<file path="config.mk">
export PLATFORM = sky130hd
export DESIGN_NAME = hb_sqe_monitor
export DESIGN_NICKNAME = d
export VERILOG_FILES = /design/src/rtl/hb_sqe_pkg.sv /design/src/rtl/hb_sync_chain.sv /design/src/rtl/hb_win_timer.sv /design/src/rtl/hb_err_flag.sv /design/src/rtl/hb_sqe_monitor.sv
export SDC_FILE = /design/constraint.sdc
export NUM_CORES = 1
export LEC_CHECK = 0
export CAP_MARGIN = 5
export CORE_MARGIN = 5
export CORE_UTILIZATION = 30
export DETAILED_ROUTE_END_ITERATION = 12
export DONT_BUFFER_PORTS = 1
export MAX_ROUTING_LAYER = met4
export SLEW_MARGIN = 20
export SYNTH_ARGS = -nofsm -noshare
export SYNTH_HDL_FRONTEND = slang
export SYNTH_SLANG_ARGS = --single-unit
</file>
<file path="constraint.sdc">
create_clock -name clk -period 5.1 [get_ports clk]
set_clock_uncertainty 0.05 [all_clocks]
set_input_delay 1.02 -clock clk [delete_from_list [all_inputs] [get_ports clk]]
set_output_delay 1.02 -clock clk [all_outputs]
set_load 0.02 [all_outputs]
</file>
<file path="src/rtl/hb_sqe_pkg.sv">
package hb_sqe_pkg;

   typedef enum logic {
      WIN_IDLE = 1'b0,
      WIN_OPEN = 1'b1
   } win_state_e;

   // Number of clock cycles that covers win_ns at clk_hz, rounded up.
   function automatic longint calc_win_cycles(input longint clk_hz, input longint win_ns);
      longint prod;
      prod = clk_hz * win_ns;
      return (prod + 64'd999_999_999) / 64'd1_000_000_000;
   endfunction

endpackage

</file>
<file path="src/rtl/hb_sync_chain.sv">
module hb_sync_chain #(
   parameter int STAGES = 2
) (
   input  logic clk,
   input  logic rst_n,
   input  logic async_i,
   output logic sync_o
);

   generate
      if (STAGES == 0) begin : g_bypass
         assign sync_o = async_i;
      end else begin : g_chain
         logic [STAGES-1:0] stage_q;
         always_ff @(posedge clk) begin
            if (!rst_n) begin
               stage_q <= '0;
            end else begin
               stage_q[0] <= async_i;
               for (int s = 1; s < STAGES; s++) begin
                  stage_q[s] <= stage_q[s-1];
               end
            end
         end
         assign sync_o = stage_q[STAGES-1];
      end
   endgenerate

endmodule

</file>
<file path="src/rtl/hb_win_timer.sv">
module hb_win_timer
   import hb_sqe_pkg::*;
#(
   parameter int WIN_CYCLES = 402,
   localparam int CW = $clog2(WIN_CYCLES + 1)
) (
   input  logic clk,
   input  logic rst_n,
   input  logic start_i,
   input  logic abort_i,
   input  logic col_i,
   output logic open_o,
   output logic expire_o
);

   localparam logic [CW-1:0] LAST = CW'(WIN_CYCLES - 1);

   win_state_e    state_q;
   logic [CW-1:0] cnt_q;

   always_ff @(posedge clk) begin
      if (!rst_n) begin
         state_q <= WIN_IDLE;
         cnt_q   <= '0;
      end else if (start_i) begin
         state_q <= WIN_OPEN;
         cnt_q   <= LAST;
      end else if (state_q == WIN_OPEN) begin
         if (abort_i || col_i || cnt_q == '0) begin
            state_q <= WIN_IDLE;
         end else begin
            cnt_q <= cnt_q - 1'b1;
         end
      end
   end

   assign open_o   = (state_q == WIN_OPEN);
   assign expire_o = (state_q == WIN_OPEN) && !start_i && !abort_i
                     && !col_i && (cnt_q == '0);

endmodule

</file>
<file path="src/rtl/hb_err_flag.sv">
module hb_err_flag (
   input  logic clk,
   input  logic rst_n,
   input  logic set_i,
   input  logic clr_i,
   input  logic mask_i,
   output logic err_o,
   output logic irq_o
);

   logic err_q;

   always_ff @(posedge clk) begin
      if (!rst_n) begin
         err_q <= 1'b0;
      end else if (set_i) begin
         err_q <= 1'b1;
      end else if (clr_i) begin
         err_q <= 1'b0;
      end
   end

   assign err_o = err_q;
   assign irq_o = err_q & mask_i;

endmodule

</file>
<file path="src/rtl/hb_sqe_monitor.sv">
module hb_sqe_monitor
   import hb_sqe_pkg::*;
#(
   parameter longint CLK_FREQ_HZ = 100_000_000,
   parameter longint WINDOW_NS   = 4000,
   parameter int     SYNC_STAGES = 2,
   localparam int    BASE_CYCLES = int'(calc_win_cycles(CLK_FREQ_HZ, WINDOW_NS)),
   localparam int    WIN_CYCLES  = BASE_CYCLES + SYNC_STAGES
) (
   input  logic clk,
   input  logic rst_n,
   input  logic frame_done_i,
   input  logic tx_start_i,
   input  logic col_i,
   input  logic chk_en_i,
   input  logic irq_mask_i,
   input  logic err_clr_i,
   output logic err_o,
   output logic irq_o
);

   generate
      if (CLK_FREQ_HZ < 1) begin : g_bad_clk
         $error("CLK_FREQ_HZ must be positive");
      end
      if (WINDOW_NS < 1) begin : g_bad_win
         $error("WINDOW_NS must be positive");
      end
      if (SYNC_STAGES < 0 || SYNC_STAGES > 4) begin : g_bad_sync
         $error("SYNC_STAGES must be in 0..4");
      end
   endgenerate

   logic col_sync;
   logic win_start;
   logic win_abort;
   logic win_open;
   logic win_expire;

   hb_sync_chain #(
      .STAGES(SYNC_STAGES)
   ) sync_i (
      .clk    (clk),
      .rst_n  (rst_n),
      .async_i(col_i),
      .sync_o (col_sync)
   );

   assign win_start = frame_done_i & chk_en_i;
   assign win_abort = tx_start_i | ~chk_en_i;

   hb_win_timer #(
      .WIN_CYCLES(WIN_CYCLES)
   ) timer_i (
      .clk     (clk),
      .rst_n   (rst_n),
      .start_i (win_start),
      .abort_i (win_abort),
      .col_i   (col_sync),
      .open_o  (win_open),
      .expire_o(win_expire)
   );

   hb_err_flag flag_i (
      .clk   (clk),
      .rst_n (rst_n),
      .set_i (win_expire),
      .clr_i (err_clr_i),
      .mask_i(irq_mask_i),
      .err_o (err_o),
      .irq_o (irq_o)
   );

endmodule


</file>
After elaboration in Yosys (flattened, before gate mapping):

Cells that the tools add are included.

* bitwise operators: 6
* add/subtract/negate cells: 1
* reductions and logical operators: 15
* eq/ne operators: 1
* mux-type cells: 8

Operators by type and width (number)
* $mux 9: 3
* $logic_not 9->1: 1
* $sub 9x1->9 const B: 1
* $mux 1: 5
* $logic_and 1x1->1: 4
* $reduce_and 2->1: 2
* $reduce_bool 2->1: 2
* $logic_not 1->1: 3
* $not 1->1: 3
* $and 1x1->1: 2
* $logic_or 1x1->1: 2
* $ne 2x1->1 const B: 1
* $reduce_or 2->1: 1
* $or 1x1->1: 1

* output and inout bits: 2
* word-level logic and storage cells: 36
* flip-flop bits (word level): 13

Logic depth before layout (Yosys ltp):

Gate-level depths: netlist of run 1.

* depth after elaboration: 7
* mapped depth: 7
* mapped depth without buffers: 6

Modules after synthesis:

A second synthesis of run 1 with hierarchy kept.

* cells, all modules: 68
* area total of the unflattened synthesis: 664.4 µm²

Modules (own cells, without submodules)
* hb_win_timer: instances 1, area each 550.5 µm², cells an instance 58
* hb_sync_chain: instances 1, area each 52.6 µm², cells an instance 4
* hb_err_flag: instances 1, area each 48.8 µm², cells an instance 4
* hb_sqe_monitor: instances 1, area each 12.5 µm², cells an instance 2

Least setup slack after synthesis of run 1:

Ideal clock, no wire load.

* path kind: input to output
* start: input irq_mask_i
* end: output irq_o
* path slack: 2.794 ns
* stages on the path: 1
* buffers on the path: 0
* required time: 4.030 ns
* data arrival time: 1.236 ns
* cells stage by stage: and2_1

* word-level cells in the longest chain between the ends: 1

Ends and longest elaborated chain
* from (decl): RTL line hb_sqe_monitor.sv:16 `input logic irq_mask_i,`
* $and 1x1->1: RTL line hb_err_flag.sv:24 `assign irq_o = err_q & mask_i;`
* to (decl): RTL line hb_sqe_monitor.sv:19 `output logic irq_o`

Every way passes these cells.

Final worst setup path of run 1:

Same ends and word-level chain as after synthesis.

==> results of run 1 <==
-- metrics by stage --
step,instances,area (um^2),worst slack [ns],hold slack (ns)
floorplan,72,658,2.79,0.362
global placement,98,679,2.78,0.366
detailed placement,98,679,2.78,0.373
CTS,102,706,2.78,0.392
global route,102,706,2.78,0.418
finish,102,706,2.79,0.391
-- synthesized netlist by cell type (all sizes together) (2+ instances only) --
library cell / n / area (um^2)
xor2: 3 / 26.3
buf: 3 / 21.3
a31oi: 2 / 12.5
dfxtp: 13 / 260
ha: 2 / 25.0
and2: 3 / 18.8
nor2: 11 / 41.3
inv: 6 / 22.5
o211ai: 2 / 25.0
nor3: 2 / 10.0
a21oi: 3 / 15.0
o21ai: 2 / 13.8
xnor2: 2 / 17.5
nand2: 2 / 7.51
-- report_power, final --
| part | internal (mW) | switching, mW |
|---|---|---|
| Clock | 0.0302 | 0.0329 |
| Combinational | 0.00918 | 0.0150 |
| Sequential | 0.105 | 0.00303 |
| Total | 0.145 | 0.0509 |
-- area by class of cell --
type | instances | share of cell area
multi-input cells | 50 | 0.502
repair buffers | 1 | 0.0106
clock buffers | 4 | 0.0372
flip-flops and latches | 13 | 0.369
well taps | 28 | 0.0496
inverters | 6 | 0.0319
-- cells in the final DEF (no fill, tap or decap), drive strengths merged --
master | synthesis | final
a211oi | 1 | 1
nand4 | 1 | 1
o21ai | 2 | 2
a31oi | 2 | 2
clkbuf | 0 | 4
or4b | 1 | 1
o2111ai | 1 | 1
nor2 | 11 | 11
a32oi | 1 | 1
nand3b | 1 | 1
nor3 | 2 | 2
a21oi | 3 | 3
or4 | 1 | 1
a311oi | 1 | 1
or3 | 1 | 1
o21a | 1 | 1
o31ai | 1 | 1
a31o | 1 | 1
dfxtp | 13 | 13
buf | 3 | 1
inv | 6 | 6
nor4bb | 1 | 1
xor2 | 3 | 3
nand3 | 1 | 1
ha | 2 | 2
xnor2 | 2 | 2
and2 | 3 | 3
nor4 | 1 | 1
nand2 | 2 | 2
o211ai | 2 | 2
and3b | 1 | 1
-- sequential cells by signal (all words and copies together), names as in the netlist --
register,flops
timer_i.cnt_q,9
timer_i.open_o,1
flag_i.err_o,1
sync_i.g_chain.stage_q,2
-- routing by layer --
layer	wire length [um]	GRT usage	vias up
li1	-	-	260
met1	561	0.114	222
met2	600	0.127	2
met3	11	0.0138	2
met4	22	0.0596	0
met5	0	-	-
-- cells by family (layout without fill, tap and decap cells) --
kind of cell	count (synthesis)	in the layout
and+or+nand+nor	27	27
AOI/OAI and AO/OA	16	16
DFF	13	13
buffers and inverters	9	11
xor gates and xnor gates	5	5
adders and majority gates	2	2
-- worst max path at each step --
stage	start	end	slack (ns)	cells past startpoint
floorplan	irq_mask_i	irq_o	2.79	1
detailed placement	irq_mask_i	irq_o	2.78	1
finish	irq_mask_i	irq_o	2.79	1
global placement	irq_mask_i	irq_o	2.78	1
CTS	irq_mask_i	irq_o	2.78	1
global route	irq_mask_i	irq_o	2.78	1
==> metrics.md, run 1 <==
| Metric | Value |
|---|---|
| Run status | `finished clean` |
| Filler cells | `around 230` |
| Simple-gate area share of the yosys netlist | `0.226` |
| Clock slew at reported path FFs | `roughly 0.080 ns` |
| HP Start | `sync_i.g_chain.stage_q[0]$_SDFF_PN0_` |
| Critical-path top delay cell | `and2_1` |
| Register area share after synthesis | `0.395` |
| Power per Cell Area | `about 280 nW/um^2` |
| R2R depth | `6` |
| Synthesized net count | `slightly above 80` |
| Hold_buf cts | `0` |
| Die span in y | `56.8 um` |
| Rel. slew slack | `0.715` |
| Final Setup Violations | `0` |
| Yosys cell types | `32` |
| Synth Area in Adders | `0.0380` |
| Main flop type after synthesis | `dfxtp_1` |
| Peak VDD IR | `a little over 100 uV` |
| Cell area after synthesis | `between 600 and 700 um^2` |
| Async set-or-reset flop fraction in the synthesized netlist | `0` |
| Hold EP | `sync_i.g_chain.stage_q[1]$_SDFF_PN0_` |
| Drt total wl | `about 1200 um` |
| DRC viols | `0` |
| FF+latch area | `260 um^2` |
| Port buffer count | `0` |
| Hold Path Class | `reg -> reg` |
| Ant diodes | `0` |
| Postcts setup bufs | `0` |
| Reg2reg start | `timer_i.cnt_q[0]$_SDFFE_PN0P_` |
| Critical Path Start Type | `primary input` |
| Largest delay contributor family on the critical path | `simple AND/OR/NAND/NOR gates` |
| Die footprint | `around 3200 um^2` |
| Clk sink count | `13` |
| Final period utilization | `0.454` |
| Gr ovfl total | `0` |
| Crit Path Class | `in -> out` |
| Die extent in x | `roughly 57 um` |
| # rows | `17` |
| Slowest Stage Delay on Critical Path | `0.22 ns` |
| Drt initial violations | `2` |
| FF+latch count, synth | `13` |
| Fin. max-slew vios | `0` |
| Vias | `486` |
| P&R area growth vs syn | `7.22%` |
| Wire length per cell | `around 12 um` |
| Post-route setup TNS | `0 ns` |
| TritonCTS Buffers | `3` |
| Share of cells above drive strength 1 | `0.135` |
| Post-layout util | `0.328` |
| Ports | `10` |
| Clock H-tree levels | `1` |
| Max frequency | `between 400 and 500 MHz` |
| Xor/xnor share of the synthesized area | `0.0665` |
| Root buffer cell | `clkbuf_4` |
| Leakage power | `~0.25 nW` |
| Total of max-cap violations | `0` |
| Initial antenna violation count | `0` |
| EDFF count, synth | `0` |
| Arrival time at the worst endpoint | `1.24 ns` |
| Post-synthesis mux area share | `0` |
| Core area | `2150 um^2` |
| Reg2reg setup slack | `roughly 3.2 ns` |
| Post-CTS sizing | `0` |
| Max Buffers Root-to-Sink | `2` |
| Crit path required time | `between 4 and 5 ns` |
| Worst-Skew Late Latency | `between 0.2 and 0.3 ns` |
| Worst-path fanout max | `1` |
| CP Buf/Inv Count | `0` |
| RSZ-0062 raised after global routing | `false` |
| DR vias/cell | `~4.8` |
| Overall power | `roughly 200 uW` |
| Hold path cells | `1` |
| Compound-gate portion of the synthesized area | `0.207` |
| Yosys Warn Count | `0` |
| Largest net degree at the start of global routing | `9` |
| Largest family of logic cells by synthesized area | `simple AND/OR/NAND/NOR gates` |
| Fin crit period | `between 2 and 2.5 ns` |
| First drt pass iteration count | `4` |
| Detail Placement HPWL | `906 um` |
| Final ANT Viol Nets | `0` |
| Initial Utilization | `0.306` |
| CP endpoint kind | `primary output` |
| Syn Inst Count | `72` |
| Final nets | `between 80 and 90` |
| GPL Wtd Cong | `~0.74` |
| CTS tree | `built` |
| Worst-path cell chain | `and2_1` |
| Vias in the first global route | `about 490` |
| Final hold vios | `0` |
| Mean post-synth cell area | `around 9 um^2` |
| First-pass GRT wire length | `2150 um` |
| Slew @ Worst Pin | `0.425 ns` |
| All-Layer GR Usage | `0.0889` |
| Worst reg2reg path endpoint | `timer_i.cnt_q[5]$_SDFFE_PP0P_` |
| Area of the multi-input gates | `~350 um^2` |
(Power assumes the default switching activity.)
==> run 2, diff against run 1 <==
==> constraint.sdc (replaced) <==
create_clock -name clk -period 1.9 [get_ports clk]
set_clock_uncertainty 0.05 [all_clocks]
set_input_delay 0.38 -clock clk [delete_from_list [all_inputs] [get_ports clk]]
set_output_delay 0.38 -clock clk [all_outputs]
set_load 0.02 [all_outputs]
==> metrics.md, run 2 (synthesis results as in run 1) <==
| Metric | Value |
|---|---|
| Peak VDD IR | `between 200 and 300 uV` |
| Arrival time at the worst endpoint | `around 1.9 ns` |
| HP Start | `rst_n` |
| Reg2reg setup slack | `between 0.15 and 0.2 ns` |
| Share of cells above drive strength 1 | `0.149` |
| Drt total wl | `1280 um` |
| Final ANT Viol Nets | `0` |
| Crit Path Class | `reg -> reg` |
| Fin. max-slew vios | `0` |
| Ant diodes | `0` |
| Reg with most FFs | `timer_i.cnt_q` |
| Fin crit period | `roughly 1.7 ns` |
| Gr ovfl total | `0` |
| First-pass GRT wire length | `approximately 2100 um` |
| Die extent in x | `56.8 um` |
| CP Buf/Inv Count | `1` |
| Most common cell after layout, fill and taps aside | `dfxtp_1` |
| Rel. slew slack | `0.737` |
| Die footprint | `about 3200 um^2` |
| DR vias/cell | `between 5 and 6` |
| Wire length per cell | `approximately 13 um` |
| Design Area, Final | `a little over 700 um^2` |
| Worst Setup Slack, final | `0.151 ns` |
| Die span in y | `56.8 um` |
| Top flop regs | `timer_i.cnt_q: 9 flops, sync_i.g_chain.stage_q: 2 flops` |
| Area of the multi-input gates | `about 360 um^2` |
| P&R area growth vs syn | `7.79%` |
| Worst-path cell chain | `inv_1 -> ha_1 -> or4b_4 -> o21a_4 -> xnor2_1 -> a21oi_1` |
| Overall power | `approximately 540 uW` |
| FF+latch area | `around 260 um^2` |
| Detail Placement HPWL | `926 um` |
| Clock slew at reported path FFs | `0.09 ns` |
| Slew @ Worst Pin | `about 0.39 ns` |
| Critical-path top delay cell | `or4b_4` |
| Most frequent cells in the layout | `13 x dfxtp_1, 11 x nor2_1, 6 x inv_1` |
| Clock H-tree levels | `1` |
| Post-Place Cells | `~100` |
| Largest delay contributor family on the critical path | `simple AND/OR/NAND/NOR gates` |
| Crit path required time | `between 2 and 2.5 ns` |
| First drt pass iteration count | `4` |
| All-Layer GR Usage | `0.0869` |
| Leakage power | `0.252 nW` |
| Vias | `519` |
| Drt initial violations | `12` |
| Max Buffers Root-to-Sink | `2` |
| Hold Path Class | `in -> reg` |
| Worst-Skew Late Latency | `around 0.28 ns` |
| Reg2reg start | `timer_i.cnt_q[0]$_SDFFE_PN0P_` |
| Largest net degree at the start of global routing | `8` |
| Port buffer count | `0` |
| Initial Utilization | `0.306` |
| Critical Path Start Type | `flop` |
| Worst-path fanout max | `7` |
| Final hold vios | `0` |
| Post-layout util | `0.330` |
| Initial antenna violation count | `0` |
| Clk sink count | `13` |
| # rows | `17` |
| Final Setup Violations | `0` |
| Ports | `10` |
| Total of max-cap violations | `0` |
| Critical path startpoint | `timer_i.cnt_q[0]$_SDFFE_PN0P_` |
| WHS | `0.172 ns` |
| RSZ-0062 raised after global routing | `false` |
| CTS tree | `built` |
| Core area | `2150 um^2` |
| DRC viols | `0` |
| Slowest Stage Delay on Critical Path | `0.53 ns` |
| Final period utilization | `0.921` |
| Root buffer cell | `clkbuf_4` |
| Number of flip-flops in the largest register | `9` |
| Place WS | `around 0.056 ns` |
| Vias in the first global route | `roughly 500` |
| Post-DP Area | `679 um^2` |
| GPL Wtd Cong | `between 0.8 and 0.9` |
| Filler cells | `220` |
| TritonCTS Buffers | `3` |
| Fin cells | `102` |
| Final nets | `between 80 and 90` |
| CP endpoint kind | `flop` |
| Max frequency | `572 MHz` |
| Post-route setup TNS | `0 ns` |
| Run status | `finished clean` |
| Power per Cell Area | `roughly 760 nW/um^2` |
## run 2: cell counts in the layout (fill, tap and decap cells not counted)
Identical to the previous run, type by type.
## run 2: timing repair
item	4_1_cts	5_1_grt
hold endpoints to repair	0	0
setup buffers	0	0
gates resized for setup	0	1
hold buffers	0	0
endpoints found under the setup margin	0	4
## run 2: layout make-up
type                            instances  share of cell area
Clock buffer                            4              0.0370
Timing Repair Buffer                    1              0.0106
Multi-Input combinational cell         50               0.504
Sequential cell                        13               0.367
Inverter                                6              0.0317
Tap cell                               28              0.0494
## run 2: power breakdown
part	internal (mW)	leakage (nW)	switching [mW]	total, mW
Combinational	0.0274	0.131	0.0406	0.0680
Clock	0.0815	0.0150	0.0945	0.176
Sequential	0.283	0.106	0.00987	0.293
## run 2: final timing paths
| kind | end | cells past startpoint |
|---|---|---|
| hold / removal | sync_i.g_chain.stage_q[1]$_SDFF_PN0_ | 1 |
| setup reg to reg | timer_i.cnt_q[0]$_SDFFE_PN0P_ | 6 |
| hold reg to reg | sync_i.g_chain.stage_q[1]$_SDFF_PN0_ | 1 |
| setup / recovery | timer_i.cnt_q[0]$_SDFFE_PN0P_ | 6 |
## run 2: routing by layer
metal,global-route usage,vias up,share of wire
met4,0.0497,0,0.031
li1,-,259,-
met3,0.0207,5,0.024
met1,0.0975,244,0.44
met5,-,-,0
met2,0.140,11,0.50
==> run 3, diff against run 2 <==
--- a/config.mk
+++ b/config.mk
@@ -14,4 +14,5 @@
 export SLEW_MARGIN = 20
 export SYNTH_ARGS = -nofsm -noshare
 export SYNTH_HDL_FRONTEND = slang
+export SYNTH_HIERARCHICAL = 1
 export SYNTH_SLANG_ARGS = --single-unit
==> metrics.md, run 3 <==
| Metric | Value |
|---|---|
| Run status | `finished clean` |
| Clk sink count | `13` |
| CTS tree | `built` |
| Largest net degree at the start of global routing | `10` |
| Final Setup Violations | `0` |
| Fin. max-slew vios | `0` |
| Power per Cell Area | `~710 nW/um^2` |
| Post-layout util | `0.338` |
| Die footprint | `3260 um^2` |
| Port buffer count | `0` |
| Rel. slew slack | `0.719` |
| Async set-or-reset flop fraction in the synthesized netlist | `0` |
| Share of cells above drive strength 1 | `0.164` |
| DRC viols | `0` |
| Hold path cells | `1` |
| TritonCTS Buffers | `3` |
| Area of the multi-input gates | `around 400 um^2` |
| Place WS | `0.201 ns` |
| Hold_buf cts | `0` |
| RSZ-0062 raised after global routing | `false` |
| Core area | `about 2200 um^2` |
| Number of flip-flops in the largest register | `9` |
| Length of routed met2 wiring | `582 um` |
| Overall power | `around 520 uW` |
| FF+latch count, synth | `13` |
| Post-Place Cells | `slightly below 100` |
| Drt initial violations | `8` |
| Max frequency | `between 500 and 600 MHz` |
| Worst-path fanout max | `6` |
| Crit path required time | `2.02 ns` |
| Final period utilization | `0.898` |
| Arrival time at the worst endpoint | `~1.8 ns` |
| Vias in the first global route | `between 500 and 600` |
| DR vias/cell | `roughly 5.2` |
| Critical Path Start Type | `flop` |
| Die span in y | `~57 um` |
| Count leader, synth | `dfxtp_1` |
| Most frequent cells in the layout | `13 x dfxtp_1, 5 x and2_1, 5 x nor2_1` |
| Top flop regs | `timer_i/cnt_q: 9 flops, sync_i/g_chain.stage_q: 2 flops` |
| EDFF count, synth | `0` |
| Metal-1 WL | `approximately 600 um` |
| Largest area contributor in the netlist | `dfxtp_1` |
| First drt pass iteration count | `4` |
| Gr ovfl total | `0` |
| Initial Utilization | `0.306` |
| Design Area, Final | `733 um^2` |
| Die extent in x | `57.1 um` |
| Reg2reg setup slack | `0.19 ns` |
| Ant diodes | `0` |
| Final ANT Viol Nets | `0` |
| Filler cells | `237` |
| Top-area cell type share of the netlist area | `0.392` |
| Syn Inst Count | `68` |
| Fin cells | `101` |
| Synthesized net count | `78` |
| Detail Placement HPWL | `939 um` |
| Vias | `around 530` |
| Ports | `10` |
| FF+latch area | `~260 um^2` |
| Commonest cells in the netlist | `13 x dfxtp_1, 5 x and2_1, 5 x nor2_1` |
| Leakage power | `around 0.24 nW` |
| Main flop type after synthesis | `dfxtp_1` |
| Metal3 WL | `45 um` |
| All-Layer GR Usage | `0.0849` |
| Register area share after synthesis | `0.392` |
| WHS | `roughly 0.17 ns` |
| Reg with most FFs | `timer_i/cnt_q` |
| Root buffer cell | `clkbuf_4` |
| Final nets | `84` |
| Max Buffers Root-to-Sink | `2` |
| Cell area after synthesis | `between 600 and 700 um^2` |
| Clock slew at reported path FFs | `~0.08 ns` |
| Clock H-tree levels | `1` |
| Initial antenna violation count | `0` |
| Total of max-cap violations | `0` |
| Fin crit period | `between 1.5 and 2 ns` |
| CP endpoint kind | `flop` |
| Reg2reg start | `timer_i/cnt_q[2]$_SDFFE_PP0P_` |
| GPL Wtd Cong | `0.818` |
| Slew @ Worst Pin | `about 0.42 ns` |
| Final hold vios | `0` |
| Mean post-synth cell area | `9.77 um^2` |
| Yosys Warn Count | `6` |
| Top Layer Used | `met4` |
| Post-CTS sizing | `0` |
| Worst-Skew Late Latency | `0.27 ns` |
| Post-DP Area | `approximately 700 um^2` |
| Drt total wl | `approximately 1200 um` |
| Yosys cell types | `30` |
| Hold Path Class | `in -> reg` |
| R2R depth | `4` |
| Post-route setup TNS | `0 ns` |
| Worst Setup Slack, final | `0.193 ns` |
| Area contributors post-synth | `dfxtp_1 39%, and2_1 4.7%, o311ai_4 4.0%` |
| First-pass GRT wire length | `~2100 um` |
| Peak VDD IR | `around 450 uV` |
| Postcts setup bufs | `0` |
| Worst reg2reg path endpoint | `timer_i/cnt_q[4]$_SDFFE_PN0P_` |
| HP Start | `rst_n` |
| Wire length per cell | `12.2 um` |
| Crit Path Class | `reg -> reg` |
| # rows | `17` |
| Most common cell after layout, fill and taps aside | `dfxtp_1` |
| Hold EP | `timer_i/cnt_q[0]$_SDFFE_PN0P_` |
| P&R area growth vs syn | `10.4%` |
## run 3: changes by cell type after synthesis, sizes merged, moves of 3 or more
| cell | change |
|---|---|
| nor2 | -6 |
| and2 | +3 |
| o31a | +5 |
| inv | -4 |
| buf | -3 |
| or3 | +3 |
| nand2b | +3 |
## run 3: worst max path at each step
| stage | start | to | slack [ns] | cells after the start |
|---|---|---|---|---|
| 3_3_place_gp | timer_i/cnt_q[2]$_SDFFE_PP0P_ | timer_i/cnt_q[4]$_SDFFE_PN0P_ | 0.23 | 4 |
| 4_1_cts | timer_i/cnt_q[2]$_SDFFE_PP0P_ | timer_i/cnt_q[4]$_SDFFE_PN0P_ | 0.18 | 4 |
| 6_report | timer_i/cnt_q[2]$_SDFFE_PP0P_ | timer_i/cnt_q[4]$_SDFFE_PN0P_ | 0.19 | 4 |
| 3_5_place_dp | timer_i/cnt_q[2]$_SDFFE_PP0P_ | timer_i/cnt_q[4]$_SDFFE_PN0P_ | 0.20 | 4 |
| 5_1_grt | timer_i/cnt_q[1]$_SDFFE_PP0P_ | timer_i/cnt_q[6]$_SDFFE_PP0P_ | 0.08 | 6 |
| 2_1_floorplan | tx_start_i | timer_i/cnt_q[4]$_SDFFE_PN0P_ | 0.19 | 5 |
## run 3: metal layers
layer / vias to the layer above / track usage
li1: 264 / -
met1: 252 / 0.0959
met2: 9 / 0.134
met3: 2 / 0.0158
met4: 0 / 0.0596
met5: - / -
## run 3: cells by family (layout without fill, tap and decap cells)
family | Yosys count | in the layout | share of synthesized area
AOI/OAI and AO/OA | 17 | 17 | 0.220
xor gates and xnor gates | 2 | 2 | 0.0264
adders and majority gates | 2 | 2 | 0.0377
buffers and inverters | 2 | 7 | 0.0113
DFF | 13 | 13 | 0.392
and+or+nand+nor | 32 | 32 | 0.313
## run 3: cell type report
class                      count  share of cell area
multi-input combinational     53               0.541
sequential                    13               0.355
clock buffer                   4              0.0358
inverter                       2              0.0102
timing repair buffer           1              0.0102
tap                           28              0.0478
## run 3: critical path: stages (launching register included)
cell and delay, ns:
dfxtp_1 0.37, or3_4 0.42, o311ai_4 0.40, nor4_1 0.08, o31a_1 0.28
## run 3: power by group
part / internal, mW / switching (mW)
Combinational: 0.0276 / 0.0337
Sequential: 0.283 / 0.00782
Clock: 0.0814 / 0.0903
